**src/rtl/oam_pkg.sv**
```systemverilog
package oam_pkg;

    typedef enum logic [0:0] {
        SV_IDLE = 1'b0,
        SV_HEAD = 1'b1
    } serve_state_t;

endpackage

```
**src/rtl/oam_issue.sv**
```systemverilog
module oam_issue #(
    parameter int TKT_W = 8,
    parameter int TS_W  = 5
) (
    input  logic             clk,
    input  logic             rst,
    input  logic             req_i,
    input  logic             accept_i,
    output logic             edge_o,
    output logic [TKT_W-1:0] ticket_o,
    output logic [TS_W-1:0]  now_o
);

    logic req_q;

    always_ff @(posedge clk) begin
        if (rst) begin
            req_q    <= 1'b0;
            ticket_o <= '0;
            now_o    <= '0;
        end else begin
            req_q <= req_i;
            now_o <= now_o + 1'b1;
            if (accept_i) begin
                ticket_o <= ticket_o + 1'b1;
            end
        end
    end

    assign edge_o = req_i & ~req_q;


    level_hold_chk: assert property (@(posedge clk) disable iff (rst)
        !(req_i && !req_q) |=> ticket_o == $past(ticket_o));

endmodule

```
**src/rtl/oam_stamp_fifo.sv**
```systemverilog
module oam_stamp_fifo #(
    parameter int DEPTH = 8,
    parameter int TS_W  = 5
) (
    input  logic                       clk,
    input  logic                       rst,
    input  logic                       push_i,
    input  logic                       pop_i,
    input  logic [TS_W-1:0]            din_i,
    output logic [TS_W-1:0]            head_o,
    output logic [$clog2(DEPTH+1)-1:0] count_o,
    output logic                       full_o
);

    localparam int PTR_W = (DEPTH > 1) ? $clog2(DEPTH) : 1;
    localparam int CNT_W = $clog2(DEPTH + 1);

    logic [TS_W-1:0]  mem [DEPTH];
    logic [PTR_W-1:0] wr_ptr;
    logic [PTR_W-1:0] rd_ptr;

    function automatic logic [PTR_W-1:0] step(input logic [PTR_W-1:0] p);
        return (p == PTR_W'(DEPTH - 1)) ? '0 : p + 1'b1;
    endfunction

    always_ff @(posedge clk) begin
        if (rst) begin
            wr_ptr  <= '0;
            rd_ptr  <= '0;
            count_o <= '0;
        end else begin
            if (push_i) begin
                wr_ptr <= step(wr_ptr);
            end
            if (pop_i) begin
                rd_ptr <= step(rd_ptr);
            end
            case ({push_i, pop_i})
                2'b10:   count_o <= count_o + 1'b1;
                2'b01:   count_o <= count_o - 1'b1;
                default: count_o <= count_o;
            endcase
        end
    end

    for (genvar g = 0; g < DEPTH; g++) begin : g_slot
        always_ff @(posedge clk) begin
            if (rst) begin
                mem[g] <= '0;
            end else if (push_i && wr_ptr == PTR_W'(g)) begin
                mem[g] <= din_i;
            end
        end
    end

    assign head_o = mem[rd_ptr];
    assign full_o = (count_o == CNT_W'(DEPTH));


    depth_bound_chk: assert property (@(posedge clk) disable iff (rst)
        count_o <= CNT_W'(DEPTH));


    no_overflow_chk: assert property (@(posedge clk) disable iff (rst)
        !(push_i && count_o == CNT_W'(DEPTH) && !pop_i));

endmodule

```
**src/rtl/oam_serve_fsm.sv**
```systemverilog
module oam_serve_fsm
    import oam_pkg::*;
#(
    parameter int TKT_W   = 8,
    parameter int TS_W    = 5,
    parameter int CNT_W   = 4,
    parameter int WIN_MIN = 1,
    parameter int WIN_MAX = 10
) (
    input  logic             clk,
    input  logic             rst,
    input  logic             ack_i,
    input  logic             edge_i,
    input  logic             full_i,
    input  logic [CNT_W-1:0] count_i,
    input  logic [TS_W-1:0]  head_ts_i,
    input  logic [TS_W-1:0]  now_i,
    output logic             accept_o,
    output logic             retire_o,
    output logic             pass_o,
    output logic             fail_o,
    output logic [TKT_W-1:0] retired_o,
    output logic [TKT_W-1:0] serving_o,
    output logic             orphan_o,
    output logic             overflow_o
);

    serve_state_t st;
    serve_state_t nxt;
    logic [TS_W-1:0] age;
    logic            in_time;

    assign age      = now_i - head_ts_i;
    assign in_time  = ack_i && (age >= TS_W'(WIN_MIN));
    assign retire_o = (st == SV_HEAD) && (ack_i || age == TS_W'(WIN_MAX));
    assign accept_o = edge_i && (!full_i || retire_o);

    // ARM / ADVANCE / DRAIN / HOLD
    always_comb begin
        nxt = st;
        unique case (st)
            SV_IDLE: if (accept_o) nxt = SV_HEAD;
            SV_HEAD: if (retire_o && count_i == CNT_W'(1) && !accept_o) nxt = SV_IDLE;
            default: nxt = SV_IDLE;
        endcase
    end

    always_ff @(posedge clk) begin
        if (rst) begin
            st <= SV_IDLE;
        end else begin
            st <= nxt;
        end
    end

    always_ff @(posedge clk) begin
        if (rst) begin
            pass_o     <= 1'b0;
            fail_o     <= 1'b0;
            retired_o  <= '0;
            serving_o  <= '0;
            orphan_o   <= 1'b0;
            overflow_o <= 1'b0;
        end else begin
            pass_o <= retire_o && in_time;
            fail_o <= retire_o && !in_time;
            if (retire_o) begin
                retired_o <= serving_o;
                serving_o <= serving_o + 1'b1;
            end
            if (st == SV_IDLE && ack_i) begin
                orphan_o <= 1'b1;
            end
            if (edge_i && !accept_o) begin
                overflow_o <= 1'b1;
            end
        end
    end


    window_bound_chk: assert property (@(posedge clk) disable iff (rst)
        (st == SV_HEAD) |-> (age >= TS_W'(1) && age <= TS_W'(WIN_MAX)));


    ack_pass_chk: assert property (@(posedge clk) disable iff (rst)
        (st == SV_HEAD && ack_i && age >= TS_W'(WIN_MIN)) |=> (pass_o && !fail_o));


    timeout_fail_chk: assert property (@(posedge clk) disable iff (rst)
        (st == SV_HEAD && !ack_i && age == TS_W'(WIN_MAX)) |=> fail_o);


    serve_step_chk: assert property (@(posedge clk) disable iff (rst)
        retire_o |=> serving_o == $past(serving_o) + 1'b1);


    orphan_latch_chk: assert property (@(posedge clk) disable iff (rst)
        (st == SV_IDLE && ack_i) |=> orphan_o);


    idle_empty_chk: assert property (@(posedge clk) disable iff (rst)
        (st == SV_IDLE) == (count_i == '0));


    single_verdict_chk: assert property (@(posedge clk) disable iff (rst)
        !(pass_o && fail_o));

endmodule

```
**src/rtl/ordered_ack_monitor.sv**
```systemverilog
module ordered_ack_monitor #(
    parameter int FIFO_DEPTH = 8,
    parameter int WIN_MIN    = 1,
    parameter int WIN_MAX    = 10,
    parameter int TKT_W      = 8
) (
    input  logic                            clk,
    input  logic                            rst,
    input  logic                            req_i,
    input  logic                            ack_i,
    output logic                            pass_o,
    output logic                            fail_o,
    output logic [TKT_W-1:0]                retired_ticket_o,
    output logic [$clog2(FIFO_DEPTH+1)-1:0] outstanding_o,
    output logic                            orphan_err_o,
    output logic                            overflow_err_o
);

    localparam int CNT_W = $clog2(FIFO_DEPTH + 1);
    localparam int TS_W  = $clog2(WIN_MAX + 1) + 1;

    logic             req_edge;
    logic             accept;
    logic             retire;
    logic             full;
    logic [TKT_W-1:0] ticket;
    logic [TKT_W-1:0] serving;
    logic [TS_W-1:0]  now;
    logic [TS_W-1:0]  head_ts;

    oam_issue #(.TKT_W(TKT_W), .TS_W(TS_W)) u_issue (
        .clk      (clk),
        .rst      (rst),
        .req_i    (req_i),
        .accept_i (accept),
        .edge_o   (req_edge),
        .ticket_o (ticket),
        .now_o    (now)
    );

    oam_stamp_fifo #(.DEPTH(FIFO_DEPTH), .TS_W(TS_W)) u_fifo (
        .clk     (clk),
        .rst     (rst),
        .push_i  (accept),
        .pop_i   (retire),
        .din_i   (now),
        .head_o  (head_ts),
        .count_o (outstanding_o),
        .full_o  (full)
    );

    oam_serve_fsm #(
        .TKT_W(TKT_W), .TS_W(TS_W), .CNT_W(CNT_W),
        .WIN_MIN(WIN_MIN), .WIN_MAX(WIN_MAX)
    ) u_serve (
        .clk        (clk),
        .rst        (rst),
        .ack_i      (ack_i),
        .edge_i     (req_edge),
        .full_i     (full),
        .count_i    (outstanding_o),
        .head_ts_i  (head_ts),
        .now_i      (now),
        .accept_o   (accept),
        .retire_o   (retire),
        .pass_o     (pass_o),
        .fail_o     (fail_o),
        .retired_o  (retired_ticket_o),
        .serving_o  (serving),
        .orphan_o   (orphan_err_o),
        .overflow_o (overflow_err_o)
    );


    ticket_balance_chk: assert property (@(posedge clk) disable iff (rst)
        TKT_W'(outstanding_o) == TKT_W'(ticket - serving));

endmodule

```
**config.mk**
```make
export PLATFORM = sky130hd
export DESIGN_NAME = ordered_ack_monitor
export DESIGN_NICKNAME = d
export VERILOG_FILES = /design/src/rtl/oam_pkg.sv /design/src/rtl/oam_issue.sv /design/src/rtl/oam_stamp_fifo.sv /design/src/rtl/oam_serve_fsm.sv /design/src/rtl/ordered_ack_monitor.sv
export SDC_FILE = /design/constraint.sdc
export NUM_CORES = 1
export LEC_CHECK = 0
export ABC_AREA = 1
export CORE_MARGIN = 1.5
export CORE_UTILIZATION = 55
export DETAILED_ROUTE_END_ITERATION = 8
export PLACE_DENSITY = 0.7
export REMOVE_ABC_BUFFERS = 1
export SETUP_SLACK_MARGIN = 0.4
export SYNTH_ARGS = -nofsm -noshare
export SYNTH_HDL_FRONTEND = slang
export SYNTH_HIERARCHICAL = 1
export SYNTH_SLANG_ARGS = --single-unit
```
**constraint.sdc**
```tcl
create_clock -name clk -period 5.5 [get_ports clk]
set_clock_uncertainty 0.15 [all_clocks]
set_input_delay 1.1 -clock clk [delete_from_list [all_inputs] [get_ports clk]]
set_output_delay 1.1 -clock clk [all_outputs]
set_load 0.05 [all_outputs]
```
==> run summary, run 1 <==
Global-route wire length before repair - 13,200 µm
Routing usage on met1 - 33.5%
Fmax - 0.217 GHz
Sequential share of power - 48.7%
Final setup margin - 0.887 ns
Most used cell, CP - nand2_1
VDD IR max - 0.000170 V
CTS Buf Count - 9
Min Tclk post-route - 4.61 ns
Critical path class - flip-flop to flip-flop
Buffers on Ports - 19
Cell Rows - 30
PwrDens - 328 nW/µm²
Crit-path max FO - 20
Antenna cells - 0
Slowest-stage cell, CP - dfxtp_1
Switching Fraction - 30.9%
Setup-failing EPs final - 0
Routability Congestion - 0.891
Critical Path RT - 5.59 ns
Mapped Cells - 436
# DRC - 0
Fin. max-slew vios - 0
Final setup TNS - 0 ns
Clock sink total - 80
Fin area - 4390 µm²
Status - finished clean
Worst-path clk slew - 0.08 ns
Post-CTS setup buffers - 0
Footprint of the multi-input gates - 1670 µm²
Clk buf depth - 2
Post-DP Area - 4180 µm²
Pre-antenna DRT Iters - 4
Syn-to-layout area delta - 10.6%
Sw power - 445 µW
Core Area - 6870 µm²
Final Hold Viols - 0
Die height - 87.9 µm
Clock power share - 30.7%
Clk root buf - clkbuf_8
Post-DP HPWL - 5640 µm
Pre-CTS setup slack - 0.902 ns
Leakage - 1.78 nW
Vias in the first global route - 2,689
RSZ-0062 raised after global routing - no
Fill cells - 601
Routed WL per cell - 14.4 µm
Hold buffer count at cts - 0
Vias - 2,855
Crit end category - flip-flop
HP Class - flip-flop to flip-flop
Worst-Margin Slew - 0.656 ns
FF+latch area - 2000 µm²
Gr usage total - 22.9%
Clk Latency, worst-skew pair - 0.35 ns
Starting density of the core - 57.7%
Avg Inst Size Synth - 9.10 µm²
Logic pwr share - 20.6%
Pin count of the biggest net entering global routing - 26
Nets@finish - 477
Largest stage delay, worst path - 0.61 ns
Top Ports - 20
Die area - 7730 µm²
1st-iter DRT viols - 148
Gates resized, CTS repair - 0
Grt ovf - 0
CTS HTree Levels - 3
TritonCTS clock tree - yes
Met3 Usage GRT - 3.20%
Int Pwr - 996 µW
Slew margin rel. - 56.2%
Max Cap Viol - 0
Post-DRT Antenna Nets - 0
Chip width - 87.9 µm
Via density - 5.13
Initial antenna violation count - 0
Total wire length - 7990 µm
Fraction of layout cells with a size suffix above 1 - 14.1%
Mapped Area - 3970 µm²
Fin crit share - 83.9%
M2 GR Usage - 33.8%
Yosys warning count - 6
CP arrival - 4.71 ns
Gr busiest metal - met2
Critical path startpoint category - flip-flop
[cell usage in the layout (no fill, tap or decap), types with 3 or more instances in the layout]
master / instances
o22ai_1: 5
mux2i_1: 5
nor2_2: 22
buf_4: 3
nand2_2: 4
a21oi_1: 19
nand3_2: 5
nand2_1: 63
nor2_1: 76
clkinv_2: 3
inv_1: 40
clkdlybuf4s50_1: 19
o21ai_1: 10
inv_2: 3
nand3_1: 17
nand4_2: 6
xor2_1: 6
dfxtp_1: 40
edfxtp_1: 40
nor3_1: 3
ha_1: 17
clkbuf_8: 10
o21ai_0: 23
xnor2_1: 6
[critical path: cells and delay by family (launching register included)]
family,cells,cell delay (ns)
xor+xnor,1,0.09
compound gates,3,0.38
simple gates,13,1.27
mux,1,0.21
flops,1,0.61
buf+inv,5,0.74
fa+ha+maj,4,1.07
[power by group through the flow]
stage,combinational (mW),sequential (mW),clock (mW)
detailed placement,0.295,0.715,0
finish,0.297,0.702,0.443
global route,0.331,0.707,0.475
global placement,0.288,0.714,0
floorplan,0.175,0.751,0
CTS,0.297,0.702,0.451
[metrics by stage]
stage               std cells  total power [mW]  hold WS (ns)  util [%]
detailed placement        540              1.01         0.298      60.8
CTS                       556              1.45         0.310      63.9
floorplan                 422             0.926         0.291         -
global route              556              1.51         0.324      63.9
finish                    556              1.44         0.307      63.9
global placement          540              1.00         0.290      60.8
[final timing paths]
| kind | from | end | slack (ns) | cells after the start |
|---|---|---|---|---|
| min reg2reg | u_serve/overflow_o | u_serve/overflow_o | 0.31 | 2 |
| min | u_serve/overflow_o | u_serve/overflow_o | 0.31 | 2 |
| max | flip-flop | u_fifo/count_o[2] | 0.89 | 27 |
| max reg2reg | flip-flop | u_fifo/count_o[2] | 0.89 | 27 |
[final cells by class]
class | instances | area share [%]
clock buffer | 12 | 4.28
clock inverter | 4 | 0.485
inverter | 44 | 3.93
multi-input combinational | 298 | 38.1
sequential | 80 | 45.6
tap | 96 | 2.74
timing repair buffer | 22 | 4.85
[sequential cells by signal, summed over array words and instances, names as in the netlist, named ones only]
register / count
u_fifo/rd_ptr: 3
u_fifo/wr_ptr: 3
u_serve/fail_o: 1
u_serve/overflow_o: 1
u_serve/pass_o: 1
u_fifo/count_o: 4
u_serve/orphan_o: 1
u_issue/now_o: 5
u_serve/serving_o: 8
u_issue/req_q: 1
u_serve/st: 1
u_serve/retired_o: 8
u_fifo/mem: 40
[routing by layer]
metal	wire [µm]	vias up
met2	3540	68
met1	3990	1307
met3	330	10
li1	-	1470
met5	0	-
met4	136	0
No activity file was read; power rests on OpenSTA's default activity.
==> run 2, diff against run 1 <==
--- a/config.mk
+++ b/config.mk
@@ -9,7 +9,7 @@
 export CORE_MARGIN = 1.5
 export CORE_UTILIZATION = 55
 export DETAILED_ROUTE_END_ITERATION = 8
-export PLACE_DENSITY = 0.7
+export PLACE_DENSITY = 0.73
 export REMOVE_ABC_BUFFERS = 1
 export SETUP_SLACK_MARGIN = 0.4
 export SYNTH_ARGS = -nofsm -noshare
==> constraint.sdc (replaced) <==
create_clock -name clk -period 3.94 [get_ports clk]
set_clock_uncertainty 0.15 [all_clocks]
set_input_delay 0.788 -clock clk [delete_from_list [all_inputs] [get_ports clk]]
set_output_delay 0.788 -clock clk [all_outputs]
set_load 0.05 [all_outputs]
==> run 2 against run 1 <==
Net effect:
- first-iteration DRC count increased by 20%
- hold slack improved by 0.015 ns
- routed wire length increased by 3.4%
- flip-flop and latch count unchanged
- fmax increased by 31%
- worst setup slack got worse by 0.48 ns
- power increased by 43%
- final area increased by 4.8%
- die area unchanged
- clock power increased by 37%
- sequential share of layout area decreased by 2.0 points
==> run summary, run 2 (synthesized netlist as in run 1, its figures left out) <==
Status - finished clean
Worst-Margin Slew - 0.803 ns (+0.147 ns)
Leakage - 1.85 nW (+4.0%)
Design Power - 2.06 mW (+43%)
Most used cell, CP - nand2_1
Routed WL per cell - 14.5 µm (+0.88%)
HP Class - flip-flop to flip-flop
Final Hold Viols - 0 (unchanged)
Slew margin rel. - 46.4% (-9.8 points)
Die height - 87.9 µm (unchanged)
Core Area - 6870 µm² (unchanged)
Die area - 7730 µm² (unchanged)
Critical path startpoint category - flip-flop
Clk buf depth - 2 (unchanged)
Initial antenna violation count - 0 (unchanged)
Gr usage total - 22.7% (-0.20 points)
CTS Buf Count - 9 (unchanged)
Critical path class - flip-flop to flip-flop
Logic pwr share - 23.2% (+2.6 points)
Via density - 5.18 (+0.96%)
CP arrival - 3.62 ns (-1.09 ns)
Sequential share of power - 47.5% (-1.2 points)
Top Layer Used - met4
Largest register FFs - 40 (unchanged)
Post-DP Area - 4220 µm² (+0.90%)
Fraction of layout cells with a size suffix above 1 - 20.5% (+6.3 points)
Global-route wire length before repair - 13,200 µm (+0.52%)
Max Cap Viol - 0 (unchanged)
Final setup margin - 0.410 ns (-0.478 ns)
Buffers on Ports - 19 (unchanged)
Biggest register - u_fifo/mem
Critical Path RT - 4.03 ns (-1.56 ns)
Grt ovf - 0 (unchanged)
Slowest-stage cell, CP - dfxtp_4
# DRC - 0 (unchanged)
Fin area - 4600 µm² (+4.8%)
Pin count of the biggest net entering global routing - 26 (unchanged)
Crit end category - flip-flop
Clk root buf - clkbuf_8
Post-DP HPWL - 5660 µm (+0.34%)
Antenna cells - 0 (unchanged)
RSZ-0062 raised after global routing - yes
TritonCTS clock tree - yes
Chip width - 87.9 µm (unchanged)
Pre-antenna DRT Iters - 4 (unchanged)
Vias in the first global route - 2,688 (-0.037%)
Setup-failing EPs final - 0 (unchanged)
Clock power share - 29.4% (-1.3 points)
Most common cell after layout, fill and taps aside - nor2_1
Clk Latency, worst-skew pair - 0.35 ns (about the same)
WL met1 - 4020 µm (+0.83%)
Metal2 WL - 3840 µm (+8.6%)
Biggest regs - u_fifo/mem: 40 flops, u_serve/retired_o: 8 flops, u_serve/serving_o: 8 flops
Switching Fraction - 31.3% (+0.49 points)
Total wire length - 8270 µm (+3.4%)
1st-iter DRT viols - 177 (+20%)
Sw power - 647 µW (+46%)
Pre-CTS setup slack - 0.134 ns (-0.768 ns)
Top Ports - 20 (unchanged)
Hold buffer count at cts - 0 (unchanged)
Fin. max-slew vios - 0 (unchanged)
Met3 WL post-DR - 269 µm (-18%)
Final setup TNS - 0 ns (unchanged)
Fmax - 0.283 GHz (+31%)
Routability Congestion - 0.888 (-0.37%)
Post-DRT Antenna Nets - 0 (unchanged)
PwrDens - 449 nW/µm² (+37%)
Min Tclk post-route - 3.53 ns (-1.08 ns)
Largest stage delay, worst path - 0.39 ns (-0.22 ns)
Vias - 2,955 (+3.5%)
Final Util - 67.0% (+3.1 points)
HP Start - u_serve/overflow_o
Most frequent cells in the layout - 76 x nor2_1, 56 x nand2_1, 40 x edfxtp_1
Clock sink total - 80 (unchanged)
CTS HTree Levels - 3 (unchanged)
Fin crit share - 89.6% (+5.7 points)
Worst-path clk slew - 0.08 ns (about the same)
Crit-path max FO - 18 (-10%)
Syn-to-layout area delta - 16.0%
VDD IR max - 0.000277 V (+63%)
Starting density of the core - 57.7% (unchanged)
Nets@finish - 491 (+2.9%)
Cell Rows - 30 (unchanged)
Int Pwr - 1.42 mW (+42%)
-- run 2: cell types whose count changed in the layout (fill, tap and decap cells not counted), sizes merged --
cell          change
bufinv            +1
clkbuf            -1
buf              +13
inv               -1
clkinv            -2
dlymetal6s2s      +1
clkinvlp          +3
-- run 2: area by class of cell --
cell class                 count  area (µm²)
clock buffer                  11         141
clock inverter                 5        56.3
fill                         555        2270
inverter                      44         175
multi-input combinational    298        1760
sequential                    80        2010
tap                           96         120
timing repair buffer          36         342
-- run 2: what timing repair did --
action | in CTS | in global routing
gates cloned | 0 | 0
setup buffers | 1 | 8
pin swaps | 2 | 12
resized for setup | 12 | 24
endpoints found under the hold margin | 0 | 0
endpoints found under the setup margin | 6 | 86
-- run 2: worst paths after layout --
kind / cells past startpoint / slack, ns / endpoint
hold reg to reg: 2 / 0.32 / u_serve/overflow_o
hold / removal: 2 / 0.32 / u_serve/overflow_o
setup reg to reg: 28 / 0.41 / u_fifo/count_o[2]
setup / recovery: 28 / 0.41 / u_fifo/count_o[2]
-- run 2: critical path, delay by kind of cell, from the launching register on --
family | cells | cell delay (ns)
XOR/XNOR | 1 | 0.13
buffers and inverters | 7 | 0.62
adder cells (fa/ha/maj) | 3 | 0.66
AND/OR/NAND/NOR | 12 | 0.90
flip-flops | 1 | 0.39
AO/OA/AOI/OAI | 5 | 0.57
-- run 2: power groups by stage --
stage / Sequential, mW / Combinational [mW] / Clock [mW]
floorplan: 1.05 / 0.245 / 0
global placement: 0.992 / 0.412 / 0
detailed placement: 0.995 / 0.420 / 0
CTS: 0.977 / 0.432 / 0.618
global route: 0.988 / 0.521 / 0.651
finish: 0.980 / 0.478 / 0.606
-- run 2: layer usage --
layer / GRT usage (%) / vias up
li1: - / 1499
met1: 33.0 / 1392
met3: 4.52 / 12
met4: 7.94 / 0
met2: 33.8 / 52
met5: 0 / -
-- run 2: per-stage QoR --
stage | hold slack, ns | instances
floorplan | 0.291 | 422
global placement | 0.292 | 545
detailed placement | 0.308 | 545
CTS | 0.328 | 562
global route | 0.340 | 570
finish | 0.322 | 570
